[src/rtl/pwrseq_pkg.sv]
package pwrseq_pkg;

  typedef enum logic [3:0] {
    S_OFF,
    S_HOLD,
    S_SETTLE,
    S_WAKE_WR,
    S_WAKE_WAIT,
    S_READY,
    S_DL,
    S_CLR_WR,
    S_RUN,
    S_ERR,
    S_PDOWN
  } seq_st_t;

  localparam logic [2:0] ST_OFF    = 3'd0;
  localparam logic [2:0] ST_RESET  = 3'd1;
  localparam logic [2:0] ST_SETTLE = 3'd2;
  localparam logic [2:0] ST_WAKE   = 3'd3;
  localparam logic [2:0] ST_READY  = 3'd4;
  localparam logic [2:0] ST_DL     = 3'd5;
  localparam logic [2:0] ST_RUN    = 3'd6;
  localparam logic [2:0] ST_ERROR  = 3'd7;

  // Cycles of a clock of hz hertz that cover us microseconds.
  function automatic longint unsigned us_to_cycles(input longint unsigned hz,
                                                   input longint unsigned us);
    return (hz * us) / 64'd1_000_000;
  endfunction

  // Externally visible status code for an internal state.
  function automatic logic [2:0] status_of(input seq_st_t s);
    case (s)
      S_OFF:                  return ST_OFF;
      S_HOLD, S_PDOWN:        return ST_RESET;
      S_SETTLE:               return ST_SETTLE;
      S_WAKE_WR, S_WAKE_WAIT: return ST_WAKE;
      S_READY:                return ST_READY;
      S_DL, S_CLR_WR:         return ST_DL;
      S_RUN:                  return ST_RUN;
      default:                return ST_ERROR;
    endcase
  endfunction

  // Module pins are out of reset only in the operating states.
  function automatic logic released(input seq_st_t s);
    return (s == S_SETTLE) || (s == S_WAKE_WR) || (s == S_WAKE_WAIT) ||
           (s == S_READY)  || (s == S_DL)      || (s == S_CLR_WR)    ||
           (s == S_RUN);
  endfunction

  // Supply enable covers the operating states plus error and power-down.
  function automatic logic powered(input seq_st_t s);
    return released(s) || (s == S_ERR) || (s == S_PDOWN);
  endfunction

endpackage

[src/rtl/pwrseq_slk_edge.sv]
module pwrseq_slk_edge #(
  parameter int SYNC_STAGES = 2,
  parameter int NEED        = 3
) (
  input  logic clk,
  input  logic rst_n,
  input  logic slk_in,
  input  logic count_en,
  output logic reached
);
  localparam int CW = $clog2(NEED + 1);
  localparam logic [CW-1:0] LAST = CW'(NEED - 1);

  logic [SYNC_STAGES:0] sh_q;
  logic                 slk_rise;
  logic [CW-1:0]        cnt_q;

  always_ff @(posedge clk or negedge rst_n) begin
    if (!rst_n) sh_q <= '0;
    else        sh_q <= {sh_q[SYNC_STAGES-1:0], slk_in};
  end

  assign slk_rise = sh_q[SYNC_STAGES-1] & ~sh_q[SYNC_STAGES];
  assign reached  = count_en && slk_rise && (cnt_q == LAST);

  always_ff @(posedge clk or negedge rst_n) begin
    if (!rst_n)                cnt_q <= '0;
    else if (!count_en)        cnt_q <= '0;
    else if (reached)          cnt_q <= '0;
    else if (slk_rise)         cnt_q <= cnt_q + 1'b1;
  end


  edge_cnt_bound_chk: assert property (@(posedge clk) disable iff (!rst_n)
    cnt_q <= LAST);

endmodule

[src/rtl/pwrseq_timer.sv]
module pwrseq_timer #(
  parameter int TW = 8
) (
  input  logic          clk,
  input  logic          rst_n,
  input  logic          run,
  input  logic [TW-1:0] last,
  output logic          done
);
  logic [TW-1:0] cnt_q;

  assign done = run && (cnt_q == last);

  always_ff @(posedge clk or negedge rst_n) begin
    if (!rst_n)              cnt_q <= '0;
    else if (!run || done)   cnt_q <= '0;
    else                     cnt_q <= cnt_q + 1'b1;
  end


  tmr_bound_chk: assert property (@(posedge clk) disable iff (!rst_n)
    run |-> cnt_q <= last);

endmodule

[src/rtl/pwrseq_fsm.sv]
module pwrseq_fsm
  import pwrseq_pkg::*;
(
  input  logic       clk,
  input  logic       rst_n,
  input  logic       pwr_on_req,
  input  logic       slk_reached,
  input  logic       tmr_done,
  input  logic       wr_ack,
  input  logic       rdy_bit,
  input  logic       mod_irq,
  input  logic       fw_done,
  output seq_st_t    state_o,
  output logic       mod_rst_n_o,
  output logic       mod_pwr_en_o,
  output logic       wr_req_o,
  output logic       wr_set_o,
  output logic       fw_go_o,
  output logic       err_o,
  output logic [2:0] status_o
);
  seq_st_t state_q, state_d;
  logic    err_q;
  logic    down_req;
  logic    ready_seen;
  logic    start_evt;
  logic    err_set;

  assign down_req   = !pwr_on_req;
  assign ready_seen = rdy_bit && mod_irq;
  assign start_evt  = (state_q == S_OFF) && pwr_on_req;

  always_comb begin
    state_d = state_q;
    case (state_q)
      S_OFF:       if (pwr_on_req) state_d = S_HOLD;
      S_HOLD:      if (down_req) state_d = S_OFF;
                   else if (slk_reached) state_d = S_SETTLE;
      S_SETTLE:    if (down_req) state_d = S_PDOWN;
                   else if (tmr_done) state_d = S_WAKE_WR;
      S_WAKE_WR:   if (down_req) state_d = S_PDOWN;
                   else if (wr_ack) state_d = S_WAKE_WAIT;
      S_WAKE_WAIT: if (down_req) state_d = S_PDOWN;
                   else if (ready_seen) state_d = S_READY;
                   else if (tmr_done) state_d = S_ERR;
      S_READY:     if (down_req) state_d = S_PDOWN;
                   else state_d = S_DL;
      S_DL:        if (down_req) state_d = S_PDOWN;
                   else if (fw_done) state_d = S_CLR_WR;
      S_CLR_WR:    if (down_req) state_d = S_PDOWN;
                   else if (wr_ack) state_d = S_RUN;
      S_RUN:       if (down_req) state_d = S_PDOWN;
      S_ERR:       if (down_req) state_d = S_PDOWN;
      S_PDOWN:     if (slk_reached) state_d = S_OFF;
      default:     state_d = S_OFF;
    endcase
  end

  assign err_set = (state_q == S_WAKE_WAIT) && (state_d == S_ERR);

  always_ff @(posedge clk or negedge rst_n) begin
    if (!rst_n) begin
      state_q <= S_OFF;
      err_q   <= 1'b0;
    end else begin
      state_q <= state_d;
      if (err_set)        err_q <= 1'b1;
      else if (start_evt) err_q <= 1'b0;
    end
  end

  assign state_o      = state_q;
  assign mod_rst_n_o  = released(state_q);
  assign mod_pwr_en_o = powered(state_q);
  assign wr_req_o     = (state_q == S_WAKE_WR) || (state_q == S_CLR_WR);
  assign wr_set_o     = (state_q == S_WAKE_WR);
  assign fw_go_o      = (state_q == S_DL);
  assign err_o        = err_q;
  assign status_o     = status_of(state_q);


  pwr_before_release_chk: assert property (@(posedge clk) disable iff (!rst_n)
    mod_rst_n_o |-> mod_pwr_en_o);


  en_rise_chk: assert property (@(posedge clk) disable iff (!rst_n)
    $rose(mod_pwr_en_o) |-> mod_rst_n_o);


  wr_hold_chk: assert property (@(posedge clk) disable iff (!rst_n)
    wr_req_o && !wr_ack && pwr_on_req |=> wr_req_o && $stable(wr_set_o));


  fw_go_entry_chk: assert property (@(posedge clk) disable iff (!rst_n)
    $rose(fw_go_o) |-> $past(status_o) == ST_READY);


  err_entry_chk: assert property (@(posedge clk) disable iff (!rst_n)
    $rose(err_o) |-> status_o == ST_ERROR);


  err_sticky_chk: assert property (@(posedge clk) disable iff (!rst_n)
    err_o && !start_evt |=> err_o);


  off_unpowered_chk: assert property (@(posedge clk) disable iff (!rst_n)
    status_o == ST_OFF |-> !mod_pwr_en_o && !mod_rst_n_o);

endmodule

[src/rtl/radio_pwrseq.sv]
module radio_pwrseq
  import pwrseq_pkg::*;
#(
  parameter int unsigned CLK_HZ       = 100_000_000,
  parameter int unsigned SETTLE_US    = 30_000,
  parameter int unsigned READY_TMO_US = 100_000,
  parameter int unsigned SLK_CYCLES   = 2,
  parameter int unsigned SYNC_STAGES  = 2
) (
  input  logic       clk,
  input  logic       rst_n,
  input  logic       pwr_on_req,
  input  logic       io_pwr_good,
  input  logic       slk_in,
  input  logic       rdy_bit,
  input  logic       mod_irq,
  input  logic       wr_ack,
  input  logic       fw_done,
  output logic       mod_rst_n,
  output logic       mod_pwr_en,
  output logic       wr_req,
  output logic       wr_set,
  output logic       fw_go,
  output logic       err_flag,
  output logic [2:0] seq_status
);
  localparam longint unsigned SETTLE_CYC = us_to_cycles(64'(CLK_HZ), 64'(SETTLE_US));
  localparam longint unsigned TMO_CYC    = us_to_cycles(64'(CLK_HZ), 64'(READY_TMO_US));
  localparam longint unsigned SPAN       = (SETTLE_CYC > TMO_CYC) ? SETTLE_CYC : TMO_CYC;
  localparam int              TW         = $clog2(SPAN + 1);
  localparam logic [TW-1:0]   SETTLE_LAST = TW'(SETTLE_CYC - 1);
  localparam logic [TW-1:0]   TMO_LAST    = TW'(TMO_CYC - 1);
  localparam int              EDGE_NEED   = int'(SLK_CYCLES) + 1;

  seq_st_t       state;
  logic          edge_count_en;
  logic          slk_reached;
  logic          tmr_run;
  logic          tmr_done;
  logic [TW-1:0] tmr_last;

  assign edge_count_en = ((state == S_HOLD) && io_pwr_good) || (state == S_PDOWN);
  assign tmr_run       = (state == S_SETTLE) || (state == S_WAKE_WAIT);
  assign tmr_last      = (state == S_SETTLE) ? SETTLE_LAST : TMO_LAST;

  pwrseq_slk_edge #(
    .SYNC_STAGES (int'(SYNC_STAGES)),
    .NEED        (EDGE_NEED)
  ) u_slk_edge (
    .clk      (clk),
    .rst_n    (rst_n),
    .slk_in   (slk_in),
    .count_en (edge_count_en),
    .reached  (slk_reached)
  );

  pwrseq_timer #(
    .TW (TW)
  ) u_timer (
    .clk   (clk),
    .rst_n (rst_n),
    .run   (tmr_run),
    .last  (tmr_last),
    .done  (tmr_done)
  );

  pwrseq_fsm u_fsm (
    .clk          (clk),
    .rst_n        (rst_n),
    .pwr_on_req   (pwr_on_req),
    .slk_reached  (slk_reached),
    .tmr_done     (tmr_done),
    .wr_ack       (wr_ack),
    .rdy_bit      (rdy_bit),
    .mod_irq      (mod_irq),
    .fw_done      (fw_done),
    .state_o      (state),
    .mod_rst_n_o  (mod_rst_n),
    .mod_pwr_en_o (mod_pwr_en),
    .wr_req_o     (wr_req),
    .wr_set_o     (wr_set),
    .fw_go_o      (fw_go),
    .err_o        (err_flag),
    .status_o     (seq_status)
  );


  settle_quiet_chk: assert property (@(posedge clk) disable iff (!rst_n)
    state == S_SETTLE |-> !wr_req && !fw_go);

endmodule

[config.mk]
export PLATFORM = sky130hd
export DESIGN_NAME = radio_pwrseq
export DESIGN_NICKNAME = d
export VERILOG_FILES = /design/src/rtl/pwrseq_pkg.sv /design/src/rtl/pwrseq_slk_edge.sv /design/src/rtl/pwrseq_timer.sv /design/src/rtl/pwrseq_fsm.sv /design/src/rtl/radio_pwrseq.sv
export SDC_FILE = /design/constraint.sdc
export NUM_CORES = 1
export LEC_CHECK = 0
export BUFFER_PORTS_ARGS = -buffer_cell sky130_fd_sc_hd__buf_4
export CORE_MARGIN = 2
export CORE_UTILIZATION = 45
export DETAILED_ROUTE_END_ITERATION = 6
export SKIP_CTS_REPAIR_TIMING = 1
export SLEW_MARGIN = 0
export SYNTH_ARGS = -nofsm -noshare
export SYNTH_HDL_FRONTEND = slang
export SYNTH_HIERARCHICAL = 1
export SYNTH_SLANG_ARGS = --single-unit
export TNS_END_PERCENT = 100
[constraint.sdc]
create_clock -name clk -period 3.3 [get_ports clk]
set_input_delay 0.66 -clock clk [delete_from_list [all_inputs] [get_ports clk]]
set_output_delay 0.66 -clock clk [all_outputs]
set_load 0.02 [all_outputs]
==> metrics.csv, run 1 <==
stage,metric,value,unit
critical_path,largest fanout on the critical path,5,
floorplanning,Initial Util,46.9,%
floorplanning,Die ar.,5920,µm²
run_status,status,"complete, no violations",
sta,final worst slack,0.665,ns
pwr,PD cells,580,nW/µm²
global_route,vias in the first global route,2035,
clocking,Clock Pin Slew Worst Setup and Hold Paths,0.07,ns
pwr,Leakage,1.04,nW
critical_path,Worst Setup Path Type,flip-flop to flip-flop,
drt,Final ANT Viol Nets,0,
place,Routability Congestion,0.761,
layout,Final nets,289,
place,input/output buffers,17,
sta,Final setup viols,0,
pwr,Int Power,0.972,mW
clocking,CTS root buf,clkbuf_8,
drt,via count,2010,
clocking,worst-skew pair later-pin latency,0.28,ns
sta,skew final,0.00647,ns
layout,Register Area,851,µm²
yosys,Syn. warnings,6,
sta,Slew @ Worst Pin,0.797,ns
pwr,net load switching power,0.600,mW
yosys,synth unique cells,58,
drt,Avg Vias per Cell,5.74,
sta,RSZ-0062 raised after global routing,no,
floorplanning,I/O pins,18,
global_route,largest net degree at the start of global routing,35,
sta,Tcrit/Tclk final,79.9,%
drt,Iter 0 DRT Violations,95,
yosys,Gate Count Post-Synth,254,
yosys,prevailing post-synth register cell,dfrtp_1,
layout,area of the multi-input gates,1470,µm²
global_route,gr usage total,19.8,%
layout,"commonest non-fill, non-tap cell in the layout",dfrtp_1,
layout,most frequent cells in the layout,"dfrtp_1 (34), xnor2_1 (28), buf_4 (23), a211oi_1 (17), conb_1 (15)",
critical_path,crit start category,flip-flop,
floorplanning,die height,77.0,µm
pwr,sequential share of power,30.6,%
flow_run,max_cap viols,0,
clocking,clk buf depth,2,
place,pre-CTS setup slack,0.692,ns
yosys,Synth Cell Area,2400,µm²
clocking,H-tree depth,2,
floorplanning,FP Rows,26,
pwr,clock power share,24.0,%
sta,max-slew violations,0,
pwr,Comb pwr share,45.4,%
sta,min cycle time layout,2.64,ns
yosys,Avg Inst Size Synth,9.43,µm²
critical_path,R2R Setup Slk,0.66,ns
global_route,initial antenna violation count,0,
layout,fill count,503,
clocking,TritonCTS clock tree,done,
critical_path,CP max stage delay,0.60,ns
global_route,first-pass GRT wire length,9490,µm
drt,DRC,0,
floorplanning,Die X-Extent,77.0,µm
clocking,CTS Sinks,34,
layout,Final Cell Area,2710,µm²
drt,Detailed Route WL,5250,µm
floorplanning,Std-Cell Core Area,5110,µm²
sta,total negative slack,0,ns
global_route,grt total ovfl,0,
yosys,asr flop ratio synth,100,%
sta,slew margin rel.,46.8,%
sta,Final Hold Fails,0,
yosys,synthesized flop and latch total,34,
layout,n_diodes,0,
critical_path,Crit. End Element,flip-flop,
critical_path,CP Data Required Time,3.52,ns
layout,layout cells sized above 1,16.4,%
drt,wire per inst,15.0,µm
place,Placed Area,2600,µm²
layout,P&R area growth vs syn,13.2,%
sta,fmax,0.379,GHz
critical_path,crit-path cells,"or4b_4, inv_2, xnor2_1, nand4_1, nor4_4, and3_1, nor2b_1, a21oi_1, o221ai_1, a32o_1",
yosys,Post-synth EDFFs,0,
critical_path,WP data arrival,2.86,ns
critical_path,R2R depth,10,
yosys,sequential area share after synthesis,35.5,%
pwr,Max VDD drop,0.000378,V
drt,drt pass-1 iters,4,
critical_path,CP max-delay cell,or4b_4,
place,hpwl dp,3710,µm
clocking,CTS Buf Count,5,
pwr,switching share of total power,38.2,%
worst_hold_path,hold crit path type,input pin to async pin,
synthesized netlist by cell type (2+ instances only):
library cell | number | share of area, %
and3_1 | 3 | 0.78
mux2i_1 | 3 | 1.3
nand4_1 | 14 | 3.7
a221oi_1 | 8 | 2.9
and4_2 | 2 | 0.84
buf_6 | 3 | 1.4
clkbuf_1 | 6 | 0.94
and4_1 | 2 | 0.73
nor2b_1 | 6 | 1.6
xnor2_1 | 28 | 10
inv_1 | 5 | 0.78
a21oi_1 | 11 | 2.3
o31ai_1 | 3 | 0.94
buf_2 | 8 | 1.7
nor2_1 | 5 | 0.78
dfrtp_1 | 34 | 36
nor3_1 | 5 | 1.0
o21ai_0 | 9 | 1.9
a31oi_1 | 3 | 0.78
or4_1 | 2 | 0.63
or3_1 | 6 | 1.6
a211oi_1 | 17 | 5.3
nand2_1 | 13 | 2.0
conb_1 | 2 | 0.31
o22a_1 | 2 | 0.73
and2_1 | 2 | 0.52
xor2_1 | 12 | 4.4
nand3_1 | 9 | 1.9
inv_2 | 2 | 0.31
path summary, 6_finish.rpt:
path | from | to
max | u_fsm/state_o[0] | u_fsm/state_o[0]
min | rst_n | u_timer/cnt_q[19]
max reg2reg | u_fsm/state_o[0] | u_fsm/state_o[0]
min reg2reg | u_slk_edge/sh_q[0] | u_slk_edge/sh_q[1]
max in group asynchronous | rst_n | u_fsm/state_o[2]
min in group clk | u_slk_edge/sh_q[0] | u_slk_edge/sh_q[1]
registers in the layout, indices dropped and copies added (netlist names):
signal,count
u_fsm/err_o,1
u_fsm/state_o,4
u_slk_edge/cnt_q,2
u_slk_edge/sh_q,3
u_timer/cnt_q,24
cell families (layout without fill, tap and decap cells):
kind of cell / Yosys count / count (layout) / synth area share (%)
compound gates: 64 / 64 / 19.0
buf+inv: 25 / 38 / 5.33
other cells: 2 / 15 / 0.313
mux: 3 / 3 / 1.25
flops: 34 / 34 / 35.5
fa+ha+maj: 1 / 1 / 0.522
simple gates: 85 / 85 / 23.5
xor+xnor: 40 / 40 / 14.6
area by class of cell:
type                       instances  area share [%]
tap                               70            3.23
inverter                           7           0.969
clock buffer                       5            2.54
clock inverter                     3            1.48
timing repair buffer              23            6.37
sequential                        34            31.4
multi-input combinational        208            54.1
worst max-delay path, delay by kind of cell (launching register included):
| kind | cells | cell delay (ns) |
|---|---|---|
| flip-flops | 1 | 0.39 |
| XOR/XNOR | 1 | 0.13 |
| AND/OR/NAND/NOR | 5 | 1.48 |
| buffers and inverters | 1 | 0.15 |
| AO/OA/AOI/OAI | 3 | 0.43 |
metal layers:
layer  routed length [µm]  track usage [%]
met5                    0                0
met4                   90             8.75
met3                  180             3.41
met2                 2570             32.4
met1                 2410             25.6
power groups by stage:
stage               registers (mW)  clock network [mW]  logic, mW
floorplan                    0.502                   0      0.530
global placement             0.487                   0      0.718
detailed placement           0.491                   0      0.721
CTS                          0.482               0.390      0.722
global route                 0.487               0.410      0.790
finish                       0.481               0.377      0.715
metrics by stage:
stage / util (%) / instances / total power, mW / hold slack (ns)
after global placement: 51.0 / 342 / 1.21 / 0.337
final: 53.1 / 350 / 1.57 / 0.314
after global routing: 53.1 / 350 / 1.69 / 0.345
after detailed placement: 51.0 / 342 / 1.21 / 0.341
after floorplan: - / 267 / 1.03 / 0.331
after CTS: 53.1 / 350 / 1.59 / 0.322
Power figures use the tool's default switching activity.
==> run 2, diff against run 1 <==
Clock period 3.3 ns to 2.2 ns, I/O delays scaled along.
==> metrics.csv, run 2 (synthesis results as in run 1) <==
stage,metric,value,unit,change
sta,min cycle time layout,2.50,ns,-0.137 ns
sta,max-slew violations,0,,unchanged
critical_path,FF-to-FF End,u_fsm/state_o[0],,
run_status,violations in the final reports,negative setup slack,,
clocking,H-tree depth,2,,unchanged
place,pre-CTS setup slack,-0.245,ns,-0.937 ns
clocking,CTS root buf,clkbuf_8,,
clocking,clk buf depth,2,,unchanged
sta,Final setup viols,28,,+28
critical_path,crit start category,flip-flop,,
floorplanning,Std-Cell Core Area,5110,µm²,unchanged
pwr,Max VDD drop,0.000718,V,+90%
layout,n_diodes,0,,unchanged
critical_path,Buffers & Inverters on Critical Path,1,,unchanged
clocking,CTS Buf Count,5,,unchanged
floorplanning,Die ar.,5920,µm²,unchanged
pwr,switching share of total power,36.9,%,-1.3 points
floorplanning,FP Rows,26,,unchanged
layout,fill count,476,,-5.4%
sta,Final Hold Fails,0,,unchanged
layout,Final nets,294,,+1.7%
clocking,CTS Sinks,34,,unchanged
layout,most frequent cells in the layout,"dfrtp_1 (32), buf_4 (28), xnor2_1 (26), a211oi_1 (17), conb_1 (15)",,
pwr,Int Power,1.61,mW,+66%
global_route,first-pass GRT wire length,9410,µm,-0.80%
sta,RSZ-0062 raised after global routing,yes,,
run_status,status,finished with violations,,
place,hpwl dp,3700,µm,-0.45%
pwr,PD cells,908,nW/µm²,+57%
flow_run,max_cap viols,0,,unchanged
layout,P&R area growth vs syn,17.4,%,
critical_path,R2R depth,10,,unchanged
place,Routability Congestion,0.826,,+8.6%
clocking,TritonCTS clock tree,done,,
clocking,Clock Pin Slew Worst Setup and Hold Paths,0.08,ns,about the same
pwr,sequential share of power,28.3,%,-2.3 points
sta,final worst slack,-0.298,ns,-0.963 ns
place,input/output buffers,17,,unchanged
global_route,largest net degree at the start of global routing,35,,unchanged
sta,Slew @ Worst Pin,0.810,ns,+0.0137 ns
critical_path,R2R Setup Slk,-0.30,ns,-0.96 ns
pwr,Leakage,1.08,nW,+3.8%
floorplanning,Initial Util,46.9,%,unchanged
global_route,initial antenna violation count,0,,unchanged
critical_path,CP Data Required Time,2.42,ns,-1.10 ns
sta,slew margin rel.,45.9,%,-0.91 points
global_route,vias in the first global route,1916,,-5.8%
layout,layout cells sized above 1,20.0,%,+3.6 points
critical_path,CP top delay family,simple AND/OR/NAND/NOR gates,,
global_route,gr usage total,19.6,%,-0.15 points
critical_path,crit-path cells,"or4b_4, inv_6, xnor2_1, nand4_1, nor4_4, and3_4, nor2b_4, a21oi_1, o221ai_1, a32o_1",,
layout,max reg flops,24,,unchanged
pwr,Comb pwr share,44.2,%,-1.2 points
critical_path,CP Depth,10,,unchanged
global_route,grt total ovfl,0,,unchanged
drt,DRC,0,,unchanged
drt,drt pass-1 iters,4,,unchanged
layout,Reg with most FFs,u_timer/cnt_q,,
sta,Tcrit/Tclk final,114,%,+34 points
critical_path,CP max stage delay,0.62,ns,+0.02 ns
drt,Iter 0 DRT Violations,112,,+18%
clocking,worst-skew pair later-pin latency,0.29,ns,about the same
critical_path,Crit. End Element,flip-flop,,
layout,"commonest non-fill, non-tap cell in the layout",dfrtp_1,,
drt,wire per inst,15.4,µm,+2.4%
worst_hold_path,hold crit path type,input pin to async pin,,
critical_path,largest fanout on the critical path,5,,unchanged
pwr,net load switching power,0.943,mW,+57%
sta,fmax,0.400,GHz,+5.5%
layout,Post-Layout Cell Count,355,,+1.4%
critical_path,Worst Setup Path Type,flip-flop to flip-flop,,
critical_path,RR Startpoint,u_fsm/state_o[0],,
floorplanning,die height,77.0,µm,unchanged
critical_path,CP max-delay cell,or4b_4,,
drt,Final ANT Viol Nets,0,,unchanged
drt,Detailed Route WL,5460,µm,+3.8%
drt,via count,1999,,-0.55%
pwr,clock power share,27.5,%,+3.5 points
critical_path,WP data arrival,2.72,ns,-0.14 ns
drt,Avg Vias per Cell,5.63,,-1.9%
sta,skew final,0.00809,ns,+0.00163 ns
place,dpl cells,347,,+1.5%
floorplanning,Die X-Extent,77.0,µm,unchanged
floorplanning,I/O pins,18,,unchanged
[run 2: changes by cell type in the layout (fill, tap and decap cells not counted), sizes merged]
cell and change:
bufinv +1, clkinv -1, buf +5
[run 2: worst max-delay path by stage]
stage | start | end | slack [ns]
2_1_floorplan | u_fsm/state_o[0] | u_fsm/state_o[0] | -0.50
3_3_place_gp | u_fsm/state_o[0] | u_fsm/state_o[0] | -0.18
3_5_place_dp | u_fsm/state_o[3] | u_fsm/state_o[0] | -0.24
4_1_cts | u_fsm/state_o[3] | u_fsm/state_o[0] | -0.28
5_1_grt | u_fsm/state_o[0] | u_fsm/state_o[0] | -0.40
6_report | u_fsm/state_o[0] | u_fsm/state_o[0] | -0.30
[run 2: area by class of cell]
cell class	instances	area [µm²]	area share, %
clock buffers	5	68.8	2.45
clock inverters	3	68.8	2.45
inverters	7	31.3	1.11
multi-input cells	208	1490	53.1
flip-flops and latches	34	853	30.3
well taps	70	87.6	3.11
repair buffers	28	210	7.47
[run 2: per-stage QoR]
stage | hold slack [ns] | total power [mW] | area (µm²) | TNS [ns] | utilization (%)
2_1_floorplan | 0.144 | 1.56 | 2470 | -2.91 | -
3_3_place_gp | 0.333 | 1.85 | 2660 | -1.61 | 52.1
3_5_place_dp | 0.346 | 1.85 | 2660 | -3.23 | 52.1
4_1_cts | 0.100 | 2.57 | 2800 | -3.84 | 54.8
5_1_grt | 0.115 | 2.72 | 2810 | -6.73 | 55.1
6_report | 0.0873 | 2.56 | 2810 | -4.43 | 55.1
[run 2: routing by layer]
metal / global-route usage [%] / vias up / part of all wire, %
li1: - / 997 / -
met1: 25.9 / 957 / 47
met2: 33.7 / 41 / 49
met3: 3.18 / 4 / 3.7
met4: 4.82 / 0 / 0.81
met5: 0 / - / 0
[run 2: power groups by stage]
stage	sequential [mW]	combinational, mW	clock (mW)
2_1_floorplan	0.758	0.801	0
3_3_place_gp	0.733	1.12	0
3_5_place_dp	0.737	1.12	0
4_1_cts	0.724	1.12	0.724
5_1_grt	0.733	1.24	0.750
6_report	0.723	1.13	0.702
